<file path="src/rtl/act_wb_pkg.sv">
package act_wb_pkg;

    // Phase of the writeback side of a run.
    typedef enum logic [1:0] {
        PH_IDLE = 2'd0,   // never started since reset
        PH_RUN  = 2'd1,   // writes outstanding
        PH_DONE = 2'd2    // programmed count committed
    } wb_phase_e;

    // Default geometry shared by the block and its checker.
    localparam int unsigned DEF_IN_W   = 12;
    localparam int unsigned DEF_OUT_W  = 12;
    localparam int unsigned DEF_ADDR_W = 18;
    localparam int unsigned DEF_CNT_W  = 16;
    localparam int unsigned DEF_RD_LAT = 1;

endpackage

</file>
<file path="src/rtl/act_issue_gate.sv">
// Decides which inputs enter the lookup path and counts them against the
// programmed pattern count of the current run.
module act_issue_gate #(
    parameter int unsigned IN_W  = 12,
    parameter int unsigned CNT_W = 16
) (
    input  logic             clk,
    input  logic             rst_n,
    input  logic             start_i,
    input  logic [CNT_W-1:0] count_i,
    input  logic             valid_i,
    input  logic [IN_W-1:0]  value_i,
    output logic             rd_o,
    output logic [IN_W-1:0]  idx_o
);

    typedef struct packed {
        logic [CNT_W-1:0] issued;
        logic [CNT_W-1:0] limit;
        logic             armed;
    } gate_t;

    gate_t gate_d, gate_q;
    logic  quota_left;
    logic  accept;

    always_comb begin
        gate_d     = gate_q;
        quota_left = (gate_q.issued != gate_q.limit);
        accept     = gate_q.armed && !start_i && valid_i && quota_left;
        if (start_i) begin
            gate_d.issued = '0;
            gate_d.limit  = count_i;
            gate_d.armed  = 1'b1;
        end else if (accept) begin
            gate_d.issued = gate_q.issued + 1'b1;
        end
    end

    always_ff @(posedge clk or negedge rst_n) begin
        if (!rst_n) begin
            gate_q <= '0;
        end else begin
            gate_q <= gate_d;
        end
    end

    // The signed value is used bit for bit as the table index.
    assign rd_o  = accept;
    assign idx_o = value_i;

endmodule

</file>
<file path="src/rtl/act_valid_pipe.sv">
// Delay line that follows a read strobe through the table latency.
// A flush empties every stage at once.
module act_valid_pipe #(
    parameter int unsigned DEPTH = 1
) (
    input  logic clk,
    input  logic rst_n,
    input  logic flush_i,
    input  logic in_i,
    output logic out_o
);

    logic [DEPTH-1:0] stage_d, stage_q;

    generate
        if (DEPTH == 1) begin : g_single
            always_comb begin
                stage_d = flush_i ? 1'b0 : in_i;
            end
        end else begin : g_chain
            always_comb begin
                if (flush_i) begin
                    stage_d = '0;
                end else begin
                    stage_d = {stage_q[DEPTH-2:0], in_i};
                end
            end
        end
    endgenerate

    always_ff @(posedge clk or negedge rst_n) begin
        if (!rst_n) begin
            stage_q <= '0;
        end else begin
            stage_q <= stage_d;
        end
    end

    assign out_o = stage_q[DEPTH-1];

endmodule

</file>
<file path="src/rtl/act_writeback.sv">
// Owns the result write pointer, the committed-write count and completion.
module act_writeback
    import act_wb_pkg::*;
#(
    parameter int unsigned ADDR_W = 18,
    parameter int unsigned CNT_W  = 16,
    parameter int unsigned DATA_W = 12
) (
    input  logic              clk,
    input  logic              rst_n,
    input  logic              start_i,
    input  logic [ADDR_W-1:0] base_i,
    input  logic [CNT_W-1:0]  count_i,
    input  logic              we_i,
    input  logic [DATA_W-1:0] data_i,
    output logic              we_o,
    output logic [ADDR_W-1:0] addr_o,
    output logic [DATA_W-1:0] data_o,
    output logic              done_o
);

    typedef struct packed {
        logic [ADDR_W-1:0] ptr;
        logic [CNT_W-1:0]  written;
        logic [CNT_W-1:0]  limit;
        wb_phase_e         phase;
    } wb_t;

    wb_t              wb_d, wb_q;
    logic [CNT_W-1:0] written_inc;
    logic             last_write;

    assign written_inc = wb_q.written + 1'b1;
    assign last_write  = (written_inc == wb_q.limit);

    always_comb begin
        wb_d = wb_q;
        if (start_i) begin
            wb_d.ptr     = base_i;
            wb_d.written = '0;
            wb_d.limit   = count_i;
            wb_d.phase   = (count_i == '0) ? PH_DONE : PH_RUN;
        end else if (we_i) begin
            // The pointer wraps naturally at ADDR_W bits.
            wb_d.ptr     = wb_q.ptr + 1'b1;
            wb_d.written = written_inc;
            if (last_write) begin
                wb_d.phase = PH_DONE;
            end
        end
    end

    always_ff @(posedge clk or negedge rst_n) begin
        if (!rst_n) begin
            wb_q <= '{ptr: '0, written: '0, limit: '0, phase: PH_IDLE};
        end else begin
            wb_q <= wb_d;
        end
    end

    assign we_o   = we_i;
    assign addr_o = wb_q.ptr;
    assign data_o = data_i;
    assign done_o = (wb_q.phase == PH_DONE);

endmodule

</file>
<file path="src/rtl/act_wb_engine.sv">
// Activation lookup followed by auto-incrementing result writeback.
module act_wb_engine
    import act_wb_pkg::*;
#(
    parameter int unsigned IN_W   = DEF_IN_W,
    parameter int unsigned OUT_W  = DEF_OUT_W,
    parameter int unsigned ADDR_W = DEF_ADDR_W,
    parameter int unsigned CNT_W  = DEF_CNT_W,
    parameter int unsigned RD_LAT = DEF_RD_LAT
) (
    input  logic              clk,
    input  logic              rst_n,
    input  logic              start_i,
    input  logic [ADDR_W-1:0] base_addr_i,
    input  logic [CNT_W-1:0]  pat_count_i,
    input  logic              in_valid_i,
    input  logic [IN_W-1:0]   in_value_i,
    output logic              tbl_rd_o,
    output logic [IN_W-1:0]   tbl_addr_o,
    input  logic [OUT_W-1:0]  tbl_data_i,
    output logic              res_we_o,
    output logic [ADDR_W-1:0] res_addr_o,
    output logic [OUT_W-1:0]  res_data_o,
    output logic              done_o
);

    localparam int unsigned PIPE_DEPTH = (RD_LAT < 1) ? 1 : RD_LAT;

    logic rd_issue;
    logic rd_landed;

    act_issue_gate #(
        .IN_W (IN_W),
        .CNT_W(CNT_W)
    ) u_gate (
        .clk    (clk),
        .rst_n  (rst_n),
        .start_i(start_i),
        .count_i(pat_count_i),
        .valid_i(in_valid_i),
        .value_i(in_value_i),
        .rd_o   (rd_issue),
        .idx_o  (tbl_addr_o)
    );

    act_valid_pipe #(
        .DEPTH(PIPE_DEPTH)
    ) u_pipe (
        .clk    (clk),
        .rst_n  (rst_n),
        .flush_i(start_i),
        .in_i   (rd_issue),
        .out_o  (rd_landed)
    );

    act_writeback #(
        .ADDR_W(ADDR_W),
        .CNT_W (CNT_W),
        .DATA_W(OUT_W)
    ) u_wb (
        .clk    (clk),
        .rst_n  (rst_n),
        .start_i(start_i),
        .base_i (base_addr_i),
        .count_i(pat_count_i),
        .we_i   (rd_landed),
        .data_i (tbl_data_i),
        .we_o   (res_we_o),
        .addr_o (res_addr_o),
        .data_o (res_data_o),
        .done_o (done_o)
    );

    assign tbl_rd_o = rd_issue;

endmodule

</file>
<file path="config.mk">
export PLATFORM = sky130hd
export DESIGN_NAME = act_wb_engine
export DESIGN_NICKNAME = d
export VERILOG_FILES = /design/src/rtl/act_wb_pkg.sv /design/src/rtl/act_issue_gate.sv /design/src/rtl/act_valid_pipe.sv /design/src/rtl/act_writeback.sv /design/src/rtl/act_wb_engine.sv
export SDC_FILE = /design/constraint.sdc
export NUM_CORES = 1
export LEC_CHECK = 0
export BUFFER_PORTS_ARGS = -buffer_cell sky130_fd_sc_hd__buf_2
export CAP_MARGIN = 0
export CORE_MARGIN = 2
export CORE_UTILIZATION = 56
export CTS_BUF_LIST = sky130_fd_sc_hd__clkbuf_16
export CTS_CLUSTER_SIZE = 25
export DETAILED_ROUTE_END_ITERATION = 10
export PLACE_DENSITY = 0.81
export SLEW_MARGIN = 40
export SYNTH_ARGS = -nofsm -noshare
export SYNTH_HDL_FRONTEND = slang
export SYNTH_HIERARCHICAL = 1
export SYNTH_SLANG_ARGS = --single-unit
</file>
<file path="constraint.sdc">
create_clock -name clk -period 2.7 [get_ports clk]
set_clock_uncertainty 0.05 [all_clocks]
set_input_delay 0.135 -clock clk [delete_from_list [all_inputs] [get_ports clk]]
set_output_delay 0.135 -clock clk [all_outputs]
set_load 0.005 [all_outputs]
</file>
* Word level (Yosys, flattened, before mapping)
Cells that the tools add are included.
** Storage, ports and cells
- Memory bits (read-only) :: 0
- Bits in registers :: 70
- Logic and storage cells :: 31
- Bits in latches :: 0
- Bits in writable memories :: 0
- Memories :: 0
** Operators by class
- Multipliers :: 0
- Equality and inequality tests :: 3
- Mux-type cells :: 9
- Div/mod/pow operators :: 0
- Shift operators :: 0
- $lt $le $gt $ge :: 0
- Reductions and logical operators :: 9
- Bitwise operators :: 0
- Add/subtract/negate cells :: 3
** Operators by type and width (number)
- 34-bit 2-to-1 mux :: 2
- 16-bit by 1-bit adder with 16-bit output (second input constant) :: 2
- 16-bit 2-to-1 mux :: 2
- 18-bit by 1-bit adder with 18-bit output (second input constant) :: 1
- 16-bit == test :: 1
- 16-bit logical NOT :: 1
- 16-bit != test :: 1
- 2-bit 2-to-1 mux :: 4
- 2-bit nonzero test :: 3
- 1-bit logical AND :: 3
- 2-bit == test (second input constant) :: 1
- 2-bit AND reduction :: 1
- 1-bit logical NOT :: 1
- 1-bit 2-to-1 mux :: 1

* Logic depth before layout (Yosys ltp)
Gate-level depths: netlist of the first run.
- Depth in word-level cells :: 6
- Gate-level depth with buffers :: 8

* Modules after synthesis
The synthesis of the first run kept the hierarchy.
** Modules (own cells, without submodules)
- act_writeback :: cells an instance 329, area an instance 3115.5 µm², times used 1, seq. area each 1301.2 µm²
- act_issue_gate :: cells an instance 166, area an instance 1808.0 µm², times used 1, seq. area each 825.8 µm²
- act_valid_pipe :: cells an instance 2, area an instance 38.8 µm², times used 1, seq. area each 25.0 µm²

* Worst setup path before layout of the first run
OpenSTA, ideal clock, no wires.
- Path type :: flip-flop to flip-flop
- Start :: reg u_wb/wb_q[18] in the netlist's numbering
- End :: reg u_wb/wb_q[0] in the netlist's numbering
- Clock period less this slack :: 2.293 ns
- Required time :: 2.513 ns
- Path slack :: 0.407 ns
- Library setup time :: 0.137 ns
- Data arrival time :: 2.105 ns
- Buffers on the path :: 0
- Stages on the path, launching flop included :: 9
- Path through :: dfrtp_1 > ha_1 > and3_1 > and3_4 > xnor2_1 > nor4_2 > nand3_1 > or4_1 > nor3b_2
** On the way
- Cells in the longest elaborated chain, start to end :: 4
** Ends and longest elaborated chain
- from (decl) :: RTL line act_writeback.sv:29 : wb_t wb_d, wb_q;
- from (signal assigned) :: RTL line act_writeback.sv:55 : wb_q <= '{ptr: '0, written: '0, limit: '0, phase: PH_IDLE};
- from (signal assigned) :: RTL line act_writeback.sv:57 : wb_q <= wb_d;
- 16-bit by 1-bit adder with 16-bit output :: RTL line act_writeback.sv:33 : assign written_inc = wb_q.written + 1'b1;
- 16-bit == test :: RTL line act_writeback.sv:34 : assign last_write = (written_inc == wb_q.limit);
- 2-bit nonzero test (no source line)
- 2-bit AND reduction (no source line)
No other way between the ends.
A chain may end at the register's enable or synchronous reset.

* Worst setup path after layout of the first run
Ends and elaborated chain as after synthesis.

==> results of run 1 <==
[worst max-delay path, cell delays in order (launching register included)]
cell,delay (ns)
dfrtp_1,0.46
ha_1,0.28
and3_1,0.17
and3_4,0.18
xnor2_1,0.13
nor4_2,0.24
nand3_1,0.12
or4_1,0.54
nor3b_2,0.17
[cells in the mapped netlist (2+ instances only)]
cell type   n  share of area [%]
dfrtp_1    86                 43
buf_4      45                6.8
nand2_1    40                3.0
xnor2_1    34                6.0
xor2_1     33                5.8
mux2_2     32                7.3
o21ai_0    29                2.9
nor2_1     27                2.0
nand3_1    25                2.5
nand4_1    20                2.5
a21oi_1    17                1.7
clkbuf_1   12               0.91
or3_1      10                1.3
or4_1       8                1.2
o21ai_1     7               0.71
o31ai_1     7                1.1
nor4_1      6               0.76
and3_1      5               0.63
mux2i_1     5                1.0
nor3_1      5               0.50
buf_6       4               0.91
nand2b_1    4               0.50
and4_1      3               0.53
buf_2       3               0.30
ha_1        3               0.76
nor4_2      3               0.76
and3_4      2               0.45
buf_1       2               0.15
inv_1       2               0.15
nor2b_1     2               0.25
[final timing paths]
| kind | endpoint | cells after the start | slack (ns) |
|---|---|---|---|
| max | u_wb/wb_q[0]$_DFFE_PN0P_ | 8 | 0.23 |
| min in group asynchronous | u_wb/addr_o[5]$_DFFE_PN0P_ | 2 | 0.36 |
| max reg2reg | u_wb/wb_q[0]$_DFFE_PN0P_ | 8 | 0.23 |
| max in group asynchronous | u_gate/gate_q[12]$_DFFE_PN0P_ | 2 | 1.77 |
| min | u_gate/gate_q[12]$_DFFE_PN0P_ | 2 | 0.02 |
| min reg2reg | u_gate/gate_q[0]$_DFFE_PN0P_ | 1 | 0.47 |
[area by class of cell]
class | count | area [sq um]
fill | 702 | 3137
multi-input combinational | 342 | 2347
sequential | 86 | 2152
timing repair buffer | 82 | 529.3
clock buffer | 9 | 225.2
tap | 108 | 135.1
clock inverter | 6 | 102.6
inverter | 2 | 7.507
[routing by layer]
metal,share of wire (%),track usage [%]
met2,49,38.62
met5,0,0
met1,43,31.23
met4,2.0,7.903
met3,6.4,4.223
[sequential cells by signal (all words and copies together) (netlist names)]
name           count
u_gate/gate_q     33
u_wb/wb_q         34
u_wb/addr_o       18
u_pipe/out_o       1
[cells by family after synthesis]
kind of cell / after synthesis
multiplexers: 38
AO/OA/AOI/OAI: 63
AND/OR/NAND/NOR: 171
XOR/XNOR: 67
buffers and inverters: 69
flip-flops: 86
adder cells (fa/ha/maj): 3
[where the power goes]
part / leakage [nW] / internal (mW) / total (mW) / switching [mW]
sequential: 1.08 / 1.37 / 1.45 / 0.0819
combinational: 1.01 / 0.179 / 0.345 / 0.166
clock: 0.164 / 0.891 / 1.38 / 0.489
total: 2.26 / 2.44 / 3.17 / 0.738
[through the flow]
step	power [mW]	worst slack, ns
CTS	3.188	0.2284
global route	3.301	0.07458
global placement	1.773	0.3139
detailed placement	1.789	0.2502
finish	3.174	0.2255
floorplan	1.713	0.4073
==> results.yml, run 1 <==
hold_path:
  hold_path_class: "in2reg"
  hold_start: "pat_count_i[11]"
synth:
  netlist_instances: 497
  synth.ff_latch_count: 86
  async_reset_ff_share_pct: 100.0
  synthMuxAreaShare_pct: 8.573
  synth-compound-area-share_pct: 6.934
  synth_xor_area_share_pct: 11.83
  synth_edf_count: 0
  syn_nets: 562
  synth_top_family_by_area: "simple AND/OR/NAND/NOR gates"
  ys_seq_area_share_pct: 43.37
  yosys_most_used_dff: "dfrtp_1"
  synth_cell_types: 46
  synth.avg_cell_area_sq_um: 9.984
  synthSimpleGateAreaFrac_pct: 19.04
  synthAdderAreaFrac_pct: 0.7564
  ys_warn_count: 6
  syn_area_sq_mm: 0.004962
place:
  place.port_buffers: 58
  placed_cell_area_sq_mm: 0.004979
  gp_congestion: 0.8698
  dp.cells: 601
  dp_hpwl_mm: 7.211
floorplanning:
  coreArea_sq_mm: 0.008636
  die_y_microns: 98.14
  io_pins: 107
  rows: 34
  start_util_pct: 57.46
  die_area_sq_mm: 0.009630
  fp.dieW_microns: 98.14
timing:
  rsz0062_at_grt: "false"
  setup_viol: 0
  slew_headroom_pct: 54.55
  fin_setup_tns_ns: 0
  fin_crit_ns: 2.474
  finalHoldViolations: 0
  whs_ns: 0.02069
  slew_viol_final: 0
  fmax_mhz: 404.1
  fin_crit_sh_pct: 91.65
  worst_pin_slew_ns: 0.6818
clock_tree:
  cts_root_buffer: "clkbuf_16"
  clockBufferDepth: 2
  clk_pin_slew_ns: 0.06
  numCtsBuffers: 9
  cts.sinks: 86
  h-tree-depth: 3
  hold_buffers: 19
  cts-resized-gates: 0
  cts_tree: "built"
  postCtsSetupBuffers: 0
  insertion_delay_ns: 0.33
setup_path:
  critPathLaunchType: "flop"
  r2r-start: "u_wb/wb_q[18]$_DFFE_PN0P_"
  cp_max_fo: 7
  critPathArrivalTime_ns: 2.62
  critPathRequiredTime_ns: 2.85
  end_kind: "flop"
  startpoint: "u_wb/wb_q[18]$_DFFE_PN0P_"
  path_class: "reg2reg"
job:
  maxCapViolCount: 0
routing:
  drt_iter0_drc: 222
  first_pass_iters: 5
  wire_per_inst_microns: 17.17
  antenna_left: 0
  routed_wl_mm: 10.90
  drc: 0
  vias: 3803
  vias_per_cell: 5.989
cells_and_area:
  drive_gt1_share_pct: 23.34
  design_area_sq_mm: 0.005499
  finalNonFillerCells: 635
  nets: 588
  layout_common_cells: "dfrtp_1 (86), buf_2 (56), nand2_1 (40), xnor2_1 (34), xor2_1 (33)"
  final_util_pct: 63.68
  final_common_cell: "dfrtp_1"
  area_growth_pct: 10.82
  antenna_cells: 0
global_route:
  antenna_found_initial: 0
  grt_pass1_wl_mm: 18.31
  grt.overflow.total: 0
  grt_pass1_vias: 3805
  grt_max_degree: 87
  grtUsageTotal_pct: 23.33
outcome:
  status: "finished clean"
pwr:
  leakagePower_nw: 2.257
  ir_drop_mv: 0.3132
  p_per_area_mw_per_mm2: 577.2
Power figures use the tool's default switching activity.
==> run 2: changes to the inputs <==
Settings changed: CORE_MARGIN 2 to 1.5, CORE_UTILIZATION 56 to 60, HOLD_SLACK_MARGIN set to 0.12, PLACE_DENSITY 0.81 to 0.86.
Clock period 2.7 ns to 3.2 ns, I/O delays scaled along.
==> results.yml, run 2 (synthesized netlist as in run 1, its figures left out) <==
cells_and_area:
  design_area_sq_mm: 0.005598
  area_growth_pct: 12.81
  nets: 603
  layout_common_cells: "dfrtp_1 (86), buf_2 (56), nand2_1 (40), dlygate4sd3_1 (35), xnor2_1 (34)"
  regMostFlops: "u_wb/wb_q"
  largest_register_ff_count: 34
  final_util_pct: 71.33
  drive_gt1_share_pct: 22.47
  final_common_cell: "dfrtp_1"
  antenna_cells: 0
clock_tree:
  cts_tree: "built"
  h-tree-depth: 3
  cts.sinks: 86
  hold_buffers: 35
  clockBufferDepth: 2
  cts-resized-gates: 0
  cts_root_buffer: "clkbuf_16"
  clk_pin_slew_ns: 0.05
  insertion_delay_ns: 0.33
  postCtsSetupBuffers: 0
  numCtsBuffers: 9
routing:
  antenna_left: 0
  wire_per_inst_microns: 17.83
  routed_wl_mm: 11.50
  drt_iter0_drc: 300
  drc: 0
  vias_per_cell: 6.002
  vias: 3871
  first_pass_iters: 8
floorplanning:
  coreArea_sq_mm: 0.007848
  io_pins: 107
  die_y_microns: 93.94
  rows: 32
  start_util_pct: 63.23
  fp.dieW_microns: 93.94
  die_area_sq_mm: 0.008825
timing:
  setup_viol: 0
  fmax_mhz: 374.5
  slew_viol_final: 0
  fin_crit_ns: 2.671
  worst_pin_slew_ns: 0.6792
  fin_crit_sh_pct: 83.45
  slew_headroom_pct: 54.72
  finalHoldViolations: 0
  fin_setup_tns_ns: 0
  rsz0062_at_grt: "false"
  setup_ws_ns: 0.5295
pwr:
  p_per_area_mw_per_mm2: 451.2
  ir_drop_mv: 0.3138
  leakagePower_nw: 2.299
setup_path:
  rr_worst_depth: 7
  critPathRequiredTime_ns: 3.35
  r2r-start: "u_wb/wb_q[18]$_DFFE_PN0P_"
  startpoint: "u_wb/wb_q[18]$_DFFE_PN0P_"
  end_kind: "flop"
  cp_max_fo: 7
  critPathLaunchType: "flop"
  critical_path.reg2reg.endpoint: "u_wb/wb_q[0]$_DFFE_PN0P_"
  path_class: "reg2reg"
  r2r_slack_ns: 0.53
  critPathArrivalTime_ns: 2.82
  cp-endpoint: "u_wb/wb_q[0]$_DFFE_PN0P_"
place:
  placed_cell_area_sq_mm: 0.004964
  place.port_buffers: 58
  pre_cts_slack_ns: 0.5866
  dp_hpwl_mm: 7.231
  gp_congestion: 0.9565
job:
  maxCapViolCount: 0
global_route:
  grt_pass1_vias: 3885
  grt_pass1_wl_mm: 19.13
  grt_max_degree: 87
  grtUsageTotal_pct: 28.22
  antenna_found_initial: 0
  grt.overflow.total: 0
hold_path:
  hold_path_class: "in2reg"
  whs_path_depth: 4
outcome:
  status: "finished clean"
==> run 2: changes by cell type in the layout (fill, tap and decap cells not counted), sizes merged <==
cell,change
buf,-1
dlygate4sd3,+16
bufinv,-2
clkinv,+3
==> run 2: layout make-up <==
type                            instances  area [sq um]
Multi-Input combinational cell        342          2347
Fill cell                             558          2250
Sequential cell                        86          2152
Timing Repair Buffer                   97         681.9
Clock buffer                            9         225.2
Tap cell                              102         127.6
Clock inverter                          7         56.30
Inverter                                2         7.507
==> run 2: power by group <==
part           switching (mW)  internal (mW)
combinational           0.152          0.164
sequential             0.0692           1.15
clock                   0.395          0.592
==> run 2: worst min-delay path by stage <==
stage,startpoint,endpoint,slack [ns]
global route,start_i,u_wb/wb_q[1]$_DFFE_PN0P_,0.24
CTS,start_i,u_wb/wb_q[1]$_DFFE_PN0P_,0.22
floorplan,rst_n,u_gate/gate_q[0]$_DFFE_PN0P_,-0.19
global placement,tbl_data_i[10],res_data_o[10],0.27
finish,start_i,u_wb/wb_q[1]$_DFFE_PN0P_,0.23
detailed placement,rst_n,u_wb/addr_o[5]$_DFFE_PN0P_,0.22
==> run 2: critical path: stages (launching register included) <==
cell,delay (ns)
dfrtp_1,0.48
ha_1,0.28
nand3_1,0.20
nor4_1,0.52
xnor2_1,0.19
nand3_1,0.09
or4_1,0.55
nor3b_2,0.17
==> run 2: metal layers <==
metal / wire length (microns) / GRT usage (%) / vias up / share of wire, %
met4: 409 / 13.93 / 0 / 3.6
met1: 4599 / 33.86 / 1885 / 40
met5: 0 / 0 / - / 0
met3: 688 / 4.693 / 43 / 6.0
li1: - / - / 1781 / -
met2: 5803 / 48.91 / 162 / 50
==> run 2: per-stage QoR <==
step | instances | power (mW) | hold WS [ns]
finish | 645 | 2.526 | 0.2311
global route | 645 | 2.636 | 0.2426
CTS | 645 | 2.542 | 0.2153
detailed placement | 594 | 1.513 | 0.2173
global placement | 594 | 1.495 | 0.2700
floorplan | 497 | 1.445 | -0.1856
